[src/rtl/showcycle_pkg.sv]
package showcycle_pkg;

    typedef enum logic [1:0] {
        PH_IDLE = 2'd0,
        PH_ADDR = 2'd1,
        PH_DATA = 2'd2
    } phase_e;

    localparam logic [1:0] RQ_BYTE = 2'd0;
    localparam logic [1:0] RQ_HALF = 2'd1;
    localparam logic [1:0] RQ_WORD = 2'd2;

    typedef struct packed {
        logic       wr;
        logic [1:0] size;
        logic       burst;
        logic       instr;
        logic       alt;
    } rq_attr_t;

    // Size code driven on the pins; a burst always reports 00.
    function automatic logic [1:0] size_code(input logic [1:0] sz, input logic burst);
        if (burst) return 2'b00;
        case (sz)
            RQ_BYTE: return 2'b01;
            RQ_HALF: return 2'b10;
            default: return 2'b00;
        endcase
    endfunction

    // Space attribute: {alternate, supervisor, instruction, data}.
    function automatic logic [3:0] space_code(input logic alt, input logic sup, input logic instr);
        return {alt, sup, instr, ~instr};
    endfunction

endpackage

[src/rtl/sc_capture.sv]
module sc_capture
    import showcycle_pkg::*;
#(
    parameter int AW = 32,
    parameter int DW = 32
) (
    input  logic          clk,
    input  logic          rst,
    input  logic          accept,
    input  logic [AW-1:0] in_addr,
    input  logic [DW-1:0] in_data,
    input  rq_attr_t      in_attr,
    output logic [AW-1:0] addr_q,
    output logic [DW-1:0] data_q,
    output rq_attr_t      attr_q
);

    always_ff @(posedge clk) begin
        if (rst) begin
            addr_q <= '0;
            data_q <= '0;
            attr_q <= '0;
        end else if (accept) begin
            addr_q <= in_addr;
            data_q <= in_data;
            attr_q <= in_attr;
        end
    end

endmodule

[src/rtl/sc_sequencer.sv]
module sc_sequencer
    import showcycle_pkg::*;
(
    input  logic   clk,
    input  logic   rst,
    input  logic   req_valid,
    input  logic   instr_q,
    output phase_e phase,
    output logic   ready,
    output logic   accept,
    output logic   done
);

    assign ready  = (phase == PH_IDLE);
    assign accept = req_valid && ready;
    assign done   = (phase == PH_DATA) || ((phase == PH_ADDR) && instr_q);

    always_ff @(posedge clk) begin
        if (rst) begin
            phase <= PH_IDLE;
        end else begin
            case (phase)
                PH_IDLE: if (accept) phase <= PH_ADDR;
                PH_ADDR: phase <= instr_q ? PH_IDLE : PH_DATA;
                default: phase <= PH_IDLE;
            endcase
        end
    end


    addr_single_chk: assert property (@(posedge clk) disable iff (rst)
        (phase == PH_ADDR) |=> (phase != PH_ADDR));


    data_after_addr_chk: assert property (@(posedge clk) disable iff (rst)
        (phase == PH_DATA) |-> ($past(phase) == PH_ADDR));


    instr_no_data_chk: assert property (@(posedge clk) disable iff (rst)
        (phase == PH_ADDR && instr_q) |=> (phase == PH_IDLE));


    done_single_chk: assert property (@(posedge clk) disable iff (rst)
        done |=> !done);


    busy_no_accept_chk: assert property (@(posedge clk) disable iff (rst)
        (phase != PH_IDLE) |-> !accept);

endmodule

[src/rtl/sc_pin_encode.sv]
module sc_pin_encode
    import showcycle_pkg::*;
#(
    parameter int AW = 32,
    parameter int DW = 32
) (
    input  logic          clk,
    input  logic          rst,
    input  phase_e        phase,
    input  logic [AW-1:0] addr_q,
    input  logic [DW-1:0] data_q,
    input  rq_attr_t      attr_q,
    input  logic          core_super,
    output logic [AW-1:0] bus_addr,
    output logic          bus_addr_en,
    output logic          bus_wr,
    output logic [3:0]    bus_space,
    output logic          bus_fetch,
    output logic          bus_user,
    output logic [1:0]    bus_szcode,
    output logic          bus_blk_n,
    output logic          bus_start,
    output logic [DW-1:0] bus_data,
    output logic          bus_data_en
);

    logic in_addr, in_data;

    assign in_addr = (phase == PH_ADDR);
    assign in_data = (phase == PH_DATA);

    always_comb begin
        bus_addr_en = in_addr;
        bus_start   = in_addr;
        bus_addr    = in_addr ? addr_q : '0;
        bus_wr      = in_addr && attr_q.wr;
        bus_space   = in_addr ? space_code(attr_q.alt, core_super, attr_q.instr) : 4'd0;
        bus_fetch   = in_addr && attr_q.instr;
        bus_user    = in_addr && !core_super;
        bus_szcode  = in_addr ? size_code(attr_q.size, attr_q.burst) : 2'b00;
        bus_blk_n   = !(in_addr && attr_q.burst);
        bus_data_en = in_data;
        bus_data    = in_data ? data_q : '0;
    end


    burst_size_chk: assert property (@(posedge clk) disable iff (rst)
        !bus_blk_n |-> (bus_szcode == 2'b00 && bus_addr_en));


    idle_quiet_chk: assert property (@(posedge clk) disable iff (rst)
        (!bus_addr_en && !bus_data_en) |-> (bus_addr == '0 && bus_data == '0 && !bus_start && bus_blk_n));


    phase_exclusive_chk: assert property (@(posedge clk) disable iff (rst)
        !(bus_addr_en && bus_data_en));

endmodule

[src/rtl/showcycle_driver.sv]
module showcycle_driver
    import showcycle_pkg::*;
#(
    parameter int AW = 32,
    parameter int DW = 32
) (
    input  logic          clk,
    input  logic          rst,
    input  logic          req_valid,
    output logic          req_ready,
    input  logic [AW-1:0] req_addr,
    input  logic [DW-1:0] req_data,
    input  logic          req_wr,
    input  logic [1:0]    req_size,
    input  logic          req_burst,
    input  logic          req_instr,
    input  logic          req_alt,
    input  logic          core_super,
    output logic [AW-1:0] bus_addr,
    output logic          bus_addr_en,
    output logic          bus_wr,
    output logic [3:0]    bus_space,
    output logic          bus_fetch,
    output logic          bus_user,
    output logic [1:0]    bus_szcode,
    output logic          bus_blk_n,
    output logic          bus_start,
    output logic [DW-1:0] bus_data,
    output logic          bus_data_en,
    output logic          done
);

    phase_e        phase;
    logic          accept;
    rq_attr_t      attr_in, attr_q;
    logic [AW-1:0] addr_q;
    logic [DW-1:0] data_q;

    always_comb begin
        attr_in.wr    = req_wr;
        attr_in.size  = req_size;
        attr_in.burst = req_burst;
        attr_in.instr = req_instr;
        attr_in.alt   = req_alt;
    end

    sc_sequencer u_seq (
        .clk       (clk),
        .rst       (rst),
        .req_valid (req_valid),
        .instr_q   (attr_q.instr),
        .phase     (phase),
        .ready     (req_ready),
        .accept    (accept),
        .done      (done)
    );

    sc_capture #(.AW(AW), .DW(DW)) u_cap (
        .clk     (clk),
        .rst     (rst),
        .accept  (accept),
        .in_addr (req_addr),
        .in_data (req_data),
        .in_attr (attr_in),
        .addr_q  (addr_q),
        .data_q  (data_q),
        .attr_q  (attr_q)
    );

    sc_pin_encode #(.AW(AW), .DW(DW)) u_pins (
        .clk         (clk),
        .rst         (rst),
        .phase       (phase),
        .addr_q      (addr_q),
        .data_q      (data_q),
        .attr_q      (attr_q),
        .core_super  (core_super),
        .bus_addr    (bus_addr),
        .bus_addr_en (bus_addr_en),
        .bus_wr      (bus_wr),
        .bus_space   (bus_space),
        .bus_fetch   (bus_fetch),
        .bus_user    (bus_user),
        .bus_szcode  (bus_szcode),
        .bus_blk_n   (bus_blk_n),
        .bus_start   (bus_start),
        .bus_data    (bus_data),
        .bus_data_en (bus_data_en)
    );


    start_after_accept_chk: assert property (@(posedge clk) disable iff (rst)
        accept |=> (bus_start && !req_ready));

endmodule

[config.mk]
export PLATFORM = sky130hd
export DESIGN_NAME = showcycle_driver
export DESIGN_NICKNAME = d
export VERILOG_FILES = /design/src/rtl/showcycle_pkg.sv /design/src/rtl/sc_capture.sv /design/src/rtl/sc_sequencer.sv /design/src/rtl/sc_pin_encode.sv /design/src/rtl/showcycle_driver.sv
export SDC_FILE = /design/constraint.sdc
export NUM_CORES = 1
export LEC_CHECK = 0
export BUFFER_PORTS_ARGS = -buffer_cell sky130_fd_sc_hd__buf_2
export CORE_UTILIZATION = 52
export DETAILED_ROUTE_END_ITERATION = 6
export PLACE_DENSITY = 0.88
export REMOVE_ABC_BUFFERS = 1
export SLEW_MARGIN = 5
export SYNTH_ARGS = -nofsm -noshare
export SYNTH_HDL_FRONTEND = slang
export SYNTH_SLANG_ARGS = --single-unit
[constraint.sdc]
create_clock -name clk -period 2.55 [get_ports clk]
set_input_delay 0.3825 -clock clk [delete_from_list [all_inputs] [get_ports clk]]
set_output_delay 0.3825 -clock clk [all_outputs]
set_load 0.1 [all_outputs]
---- Word-level counts from Yosys, hierarchy flattened ----
Index checks and enable logic that the tools add are counted.
cells by class
  order comparisons ....................... 0
  equality and inequality tests ........... 4
  $add $sub $neg .......................... 0
  divide/modulo/power cells ............... 0
  multiplexer cells ....................... 11
  bitwise gates (word level) .............. 1
  multipliers ............................. 0
  shift operators ......................... 0
  reductions and logical operators ........ 10
operators with widths
  cell                number
  $mux 32             2
  $mux 2              5
  $pmux 2 s2          2
  $logic_and 1x1->1   5
  $eq 2x1->1 const B  2
  $logic_not 2->1     2
  $mux 4              1
  $eq 2x2->1 const B  1
  $logic_not 1->1     2
  $ne 2x2->1 const B  1
  $logic_or 1x1->1    1
  $mux 1              1
  $not 1->1           1
word-level totals
  register bits ........................... 72
  ROM bits ................................ 0
  logic and storage cells ................. 34
  output and inout bits ................... 79
  bits in writable memories ............... 0
  memories kept ........................... 0
  latch bits .............................. 0

---- Depth between registers and ports, before layout ----
Gate-level depths: netlist (run 1).
  depth after elaboration ................. 4
  gate-level depth with buffers ........... 5
  gate-level depth less buffers ........... 3

---- Cells and area by module ----
From an unflattened synthesis (run 1), not the netlist that was laid out.
second synthesis, totals
  cells, all modules ...................... 320
  area, all modules ....................... 3138.0 sq um
by module, submodules not included
  module         seq. area each (sq um)  times used  cells an instance  area each (sq um)
  sc_capture     1401.3                  1           226                2512.4
  sc_pin_encode  0.0                     1           85                 535.5
  sc_sequencer   40.0                    1           9                  90.1

---- Least setup slack after synthesis (run 1) ----
No wires, ideal clock.
  path type ............................... register -> output
  start ................................... register u_seq.phase[1]
  end ..................................... output port bus_szcode[1]
  arrival ................................. 3674 ps
  setup slack ............................. -1506 ps
  data required time ...................... 2168 ps
  buffers on the path ..................... 0
  stages on the path, launching flop included .. 3
  path through ............................ dfxtp_1 nand2b_2 nor4b_1
on the way
  word-level cells in the longest chain between the ends .. 2
RTL lines
  what                    line                    text
  from (decl)             sc_sequencer.sv:8       output phase_e phase,
  from (signal assigned)  sc_sequencer.sv:24      PH_ADDR: phase <= instr_q ? PH_IDLE : PH_DATA;
  $eq 2x1->1              sc_pin_encode.sv:29     assign in_addr = (phase == PH_ADDR);
  $mux 2                  sc_pin_encode.sv:40     bus_szcode = in_addr ? size_code(attr_q.size, attr_q.burst) : 2'b00;
  to (decl)               showcycle_driver.sv:25  output logic [1:0] bus_szcode,
Every way passes these cells.

---- Worst setup path in the final report (run 1) ----
  start ................................... register u_seq.phase[1]
  end ..................................... output port bus_wr
on the way
  word-level cells in the longest chain between the ends .. 2
RTL lines
  what               line                    text
  $eq 2x1->1         sc_pin_encode.sv:29
  $logic_and 1x1->1  sc_pin_encode.sv:36     bus_wr = in_addr && attr_q.wr;
  to (decl)          showcycle_driver.sv:21  output logic bus_wr,
Every way passes these cells.

==> results of run 1 <==
[area by class of cell]
| class | count | share of cell area, % |
|---|---|---|
| sequential | 72 | 30.8 |
| tap | 96 | 2.57 |
| clock inverter | 5 | 1.68 |
| inverter | 1 | 0.0802 |
| multi-input combinational | 290 | 44.6 |
| clock buffer | 11 | 3.23 |
| timing repair buffer | 157 | 17.1 |
[per-layer routing]
metal | global-route usage, % | wire [um]
met1 | 21.0 | 3230
met2 | 36.4 | 3520
met3 | 6.92 | 696
met4 | 8.64 | 112
met5 | 0 | 0
[how the worst min path moves through the flow]
| stage | to | depth (start not counted) | from |
|---|---|---|---|
| 2_1_floorplan | u_cap.addr_q[0] | 2 | u_cap.addr_q[0] |
| 3_3_place_gp | u_cap.data_q[14] | 2 | u_cap.data_q[14] |
| 3_5_place_dp | u_cap.data_q[20] | 2 | u_cap.data_q[20] |
| 4_1_cts | u_cap.data_q[0] | 3 | req_data[0] |
| 5_1_grt | u_cap.data_q[8] | 3 | req_data[8] |
| 6_report | u_cap.data_q[20] | 3 | req_data[20] |
[layout by cell type, fill, tap and decap left out, drive strengths merged]
| cell type | n |
|---|---|
| nor3 | 1 |
| nor4 | 1 |
| nor2 | 3 |
| and2 | 68 |
| mux2i | 70 |
| dfxtp | 72 |
| nor2b | 2 |
| buf | 157 |
| nor4b | 1 |
| clkbuf | 11 |
| nand2b | 141 |
| nand2 | 1 |
| inv | 1 |
| nor3b | 1 |
| clkinv | 3 |
| a21o | 1 |
| bufinv | 2 |
[power breakdown]
part	switching (mW)	internal [mW]	leakage, nW	total (mW)
Combinational	0.346	0.189	1.59	0.535
Sequential	0.0407	1.20	0.592	1.25
Clock	0.407	0.603	0.119	1.01
[registers in the layout, summed over array words and instances (netlist names)]
name	flops
u_cap.addr_q	32
u_cap.data_q	32
u_cap.attr_q	6
u_seq.phase	2
[per-stage QoR]
| step | setup TNS (ps) | util [%] | worst slack [ps] | cell area (um2) |
|---|---|---|---|---|
| global placement | 0 | 64.4 | 659 | 4450 |
| global route | 0 | 67.8 | 81.6 | 4680 |
| CTS | 0 | 67.8 | 159 | 4680 |
| detailed placement | 0 | 64.4 | 538 | 4450 |
| finish | 0 | 67.8 | 212 | 4680 |
| floorplan | -172610 | - | -2180 | 3530 |
[critical path, delay by kind of cell (launching register included)]
family	cells	cell delay, ps
buffers and inverters	2	800
DFF	1	360
and+or+nand+nor	2	450
[cells by family after synthesis]
| logic type | after synthesis | synth area share, % |
|---|---|---|
| buf+inv | 33 | 7.10 |
| compound gates | 1 | 0.198 |
| flops | 72 | 38.0 |
| mux | 70 | 18.5 |
| simple gates | 219 | 36.2 |
==> results.sh, run 1 <==
export IMPL_antenna_found_initial=0
export IMPL_slew_headroom_pct=58.3
export IMPL_antenna_left=0
export IMPL_initial_core_util_pct=54.9
export IMPL_setup_viol=0
export IMPL_clockBufferDepth=2
export IMPL_grt_pass1_wl_mm=12.1
export IMPL_nFillCells=592
export IMPL_layout_nets=605
export IMPL_r2r_start="u_seq.phase[0]"
export IMPL_yosys_warnings=0
export IMPL_reg2reg_slack_ps=1050
export IMPL_rsz0062_at_grt="no"
export IMPL_ioPinCount=153
export IMPL_grt_pass1_vias=2921
export IMPL_port_buffers=152
export IMPL_async_reset_ff_share_pct=0
export IMPL_grt_max_degree=74
export IMPL_cp_max_fo=40
export IMPL_reg2reg_depth=3
export IMPL_wire_per_inst_um=12.0
export IMPL_syn_to_final_growth_pct=23.5
export IMPL_final_hold_viol_count=0
export IMPL_placed_cells=616
export IMPL_grt_ovfl_total=0
export IMPL_drc=0
export IMPL_cp_slowest_cell="buf_2"
export IMPL_seq_area_frac_synth_pct=38.0
export IMPL_dr_pass1_iters=4
export IMPL_numCtsBuffers=9
export IMPL_drv_cap=0
export IMPL_crit_chain="nand2b_2 -> inv_2 -> and2_1 -> buf_2"
export IMPL_gp_congestion=0.736
export IMPL_path_clk_slew_ps=70
export IMPL_numClockSinks=72
export IMPL_worst_slew_pin_slew_ps=626
export IMPL_drtIter0Drc=70
export IMPL_worstSetupPathType="flop to output pin"
export IMPL_worstSetupEndpointType="output pin"
export IMPL_antennaDiodeCount=0
export IMPL_crit_end="bus_wr"
export IMPL_grtUsageTotal_pct=20.1
export IMPL_cts_hold_buf=0
export IMPL_die_h_um=87.4
export IMPL_holdCritPathClass="input pin to flop"
export IMPL_viasPerCell=4.69
export IMPL_p_per_area_mw_per_mm2=596
export IMPL_required_ps=2170
export IMPL_yosysTopAreaCell="dfxtp_1"
export IMPL_synthTopCellsByArea="dfxtp_1, nand2b_1, mux2i_1"
export IMPL_cp_start_kind="flop"
export IMPL_dpl_hpwl_mm=5.32
export IMPL_postSynthAreaPerCell_um2=9.60
export IMPL_post_route_min_period_ps=2340
export IMPL_synth_most_common_cell="nand2b_1"
export IMPL_routed_wl_mm=7.56
export IMPL_arrival_ps=1960
export IMPL_finalCritPeriodShare_pct=91.7
export IMPL_synth_commonest_cells="nand2b_1, dfxtp_1, mux2i_1"
export IMPL_tritoncts="done"
export IMPL_synth_edf_count=0
export IMPL_total_power_mw=2.79
export IMPL_status="finished, final reports clean"
export IMPL_fmax_ghz=0.428
export IMPL_synth_cell_types=21
export IMPL_clk_latency_ps=330
export IMPL_cts_root_buffer_cell="clkbuf_8"
export IMPL_ys_flop_type="dfxtp_1"
export IMPL_cts_htree_levels=3
export IMPL_cts_resized=0
export IMPL_yosysTopAreaCellShare_pct=38.0
export IMPL_chipWidth_um=87.4
export IMPL_synthCells=395
export IMPL_whs_ps=300
export IMPL_leakage_nw=2.30
export IMPL_r2r_end="u_cap.addr_q[7]"
export IMPL_die_area_mm2=0.00764
export IMPL_multi_input_area_mm2=0.00209
export IMPL_postCtsSetupRepairBufs=0
export IMPL_core_area_mm2=0.00691
export IMPL_skew_ps=8.51
export IMPL_netlist_area_mm2=0.00379
export IMPL_startpoint="u_seq.phase[1]"
export IMPL_ff_latch_area_mm2=0.00144
export IMPL_post_route_cells_drive_above_1_share_pct=33.0
export IMPL_peakVddDrop_mv=0.379
export IMPL_slowest_delay_ps=420
export IMPL_stdcell_count=632
export IMPL_synth_seq_cells=72
export IMPL_drv_slew=0
export IMPL_via_count=2962
export IMPL_rows=30
No activity file was read; power rests on OpenSTA's default activity.
==> run 2, diff against run 1 <==
--- a/config.mk
+++ b/config.mk
@@ -8,8 +8,7 @@
 export BUFFER_PORTS_ARGS = -buffer_cell sky130_fd_sc_hd__buf_2
 export CORE_UTILIZATION = 52
 export DETAILED_ROUTE_END_ITERATION = 6
-export PLACE_DENSITY = 0.88
-export REMOVE_ABC_BUFFERS = 1
+export PLACE_DENSITY = 0.85
 export SLEW_MARGIN = 5
 export SYNTH_ARGS = -nofsm -noshare
 export SYNTH_HDL_FRONTEND = slang
==> run 2 against run 1 <==
Non-clock buffer count unchanged; sequential power about the same; fmax increased by 3.7%; utilization rose by 0.69 points; flip-flop and latch count did not move; combinational power grew 2%; first-iteration DRC count rose by 47%; clock power shrank 25%.
==> results.sh, run 2 (synthesis gave the netlist of run 1 again) <==
export IMPL_grt_pass1_vias=2824
export IMPL_holdCritPathClass="input pin to flop"
export IMPL_most_common_layout_cells="buf_2, nand2b_1, dfxtp_1"
export IMPL_crit_chain="nand2b_2 -> inv_4 -> and2_1 -> buf_2"
export IMPL_finalSetupTns_ps=0
export IMPL_routed_wl_mm=7.56
export IMPL_p_per_area_mw_per_mm2=540
export IMPL_peakVddDrop_mv=0.303
export IMPL_placed_area_mm2=0.00457
export IMPL_port_buffers=152
export IMPL_die_h_um=87.4
export IMPL_antennaDiodeCount=0
export IMPL_final_area_mm2=0.00473
export IMPL_cts_htree_levels=3
export IMPL_post_route_min_period_ps=2260
export IMPL_setup_viol=0
export IMPL_drv_cap=0
export IMPL_grt_ovfl_total=0
export IMPL_antenna_found_initial=0
export IMPL_numCtsBuffers=9
export IMPL_antenna_left=0
export IMPL_worstSetupEndpointType="output pin"
export IMPL_via_count=2922
export IMPL_initial_core_util_pct=54.9
export IMPL_leakage_nw=2.29
export IMPL_chipWidth_um=87.4
export IMPL_path_clk_slew_ps=70
export IMPL_grtUsageTotal_pct=20.1
export IMPL_numClockSinks=72
export IMPL_die_area_mm2=0.00764
export IMPL_wire_per_inst_um=12.0
export IMPL_rows=30
export IMPL_finalCritPeriodShare_pct=88.5
export IMPL_viasPerCell=4.65
export IMPL_arrival_ps=1870
export IMPL_dpl_hpwl_mm=5.20
export IMPL_final_hold_viol_count=0
export IMPL_slew_headroom_pct=66.5
export IMPL_rsz0062_at_grt="no"
export IMPL_worst_slew_pin_slew_ps=506
export IMPL_cp_slowest_cell="buf_2"
export IMPL_post_route_cells_drive_above_1_share_pct=32.8
export IMPL_grt_max_degree=143
export IMPL_cts_root_buffer_cell="clkbuf_8"
export IMPL_skew_ps=8.13
export IMPL_drv_slew=0
export IMPL_fmax_ghz=0.443
export IMPL_core_area_mm2=0.00691
export IMPL_clockBufferDepth=2
export IMPL_drtIter0Drc=103
export IMPL_grt_pass1_wl_mm=12.1
export IMPL_clk_latency_ps=330
export IMPL_ioPinCount=153
export IMPL_whs_ps=305
export IMPL_syn_nets=469
export IMPL_dr_pass1_iters=4
export IMPL_tritoncts="done"
export IMPL_largestRegisters="u_cap.addr_q (32), u_cap.data_q (32), u_cap.attr_q (6)"
export IMPL_required_ps=2170
export IMPL_layout_commonest_cell="buf_2"
export IMPL_syn_to_final_growth_pct=24.7
export IMPL_layout_nets=605
export IMPL_drc=0
export IMPL_worstSetupPathType="flop to output pin"
export IMPL_cp_max_fo=40
export IMPL_cp_start_kind="flop"
export IMPL_gp_congestion=0.733
export IMPL_slowest_delay_ps=420
export IMPL_cts_hold_buf=0
export IMPL_status="finished, final reports clean"
-- run 2: cell types whose count changed in the layout (fill, tap and decap cells not counted), moves of 2 or more --
cell and change:
buf_12 +6, buf_4 -2, bufinv_16 -2, buf_2 -4
-- run 2: final cells by class --
class                      count  area (um2)
fill                         603        2180
multi-input combinational    290        2120
sequential                    72        1440
timing repair buffer         157         883
clock buffer                  12         155
tap                           96         120
inverter                       1        6.26
clock inverter                 1        5.00
-- run 2: timing repair --
item,in CTS,in global routing
resized for setup,0,2
setup endpoints to repair,0,2
setup buffers,0,0
-- run 2: per-layer routing --
layer	up-vias	routed length (um)	GRT usage, %
met2	84	3750	35.9
met4	0	100	8.64
met3	8	388	3.60
met5	-	0	0
li1	1507	-	-
met1	1323	3330	23.5
-- run 2: per-stage QoR --
stage / cells / setup WS, ps / power [mW] / util, %
2_1_floorplan: 395 / 172 / 1.73 / -
3_3_place_gp: 616 / 549 / 1.81 / 66.1
3_5_place_dp: 616 / 480 / 1.82 / 66.1
4_1_cts: 629 / 117 / 2.59 / 68.4
5_1_grt: 629 / 158 / 2.67 / 68.5
6_report: 629 / 294 / 2.55 / 68.5
-- run 2: worst paths after layout --
kind                         from              end  slack (ps)  depth (start not counted)
hold reg to reg   u_cap.addr_q[0]  u_cap.addr_q[0]         470                          2
setup / recovery   u_seq.phase[1]        bus_fetch         290                          4
hold / removal        req_addr[2]  u_cap.addr_q[2]         310                          3
setup reg to reg   u_seq.phase[0]  u_cap.data_q[3]        1190                          3
-- run 2: power breakdown --
group,leakage (nW),internal [mW],switching [mW]
logic,1.61,0.198,0.348
registers,0.592,1.20,0.0431
clock network,0.0842,0.389,0.371
total,2.29,1.79,0.762
-- run 2: critical path, delay by kind of cell (launching register included) --
kind | cells | cell delay, ps
and+or+nand+nor | 2 | 480
DFF | 1 | 350
buffers and inverters | 2 | 710
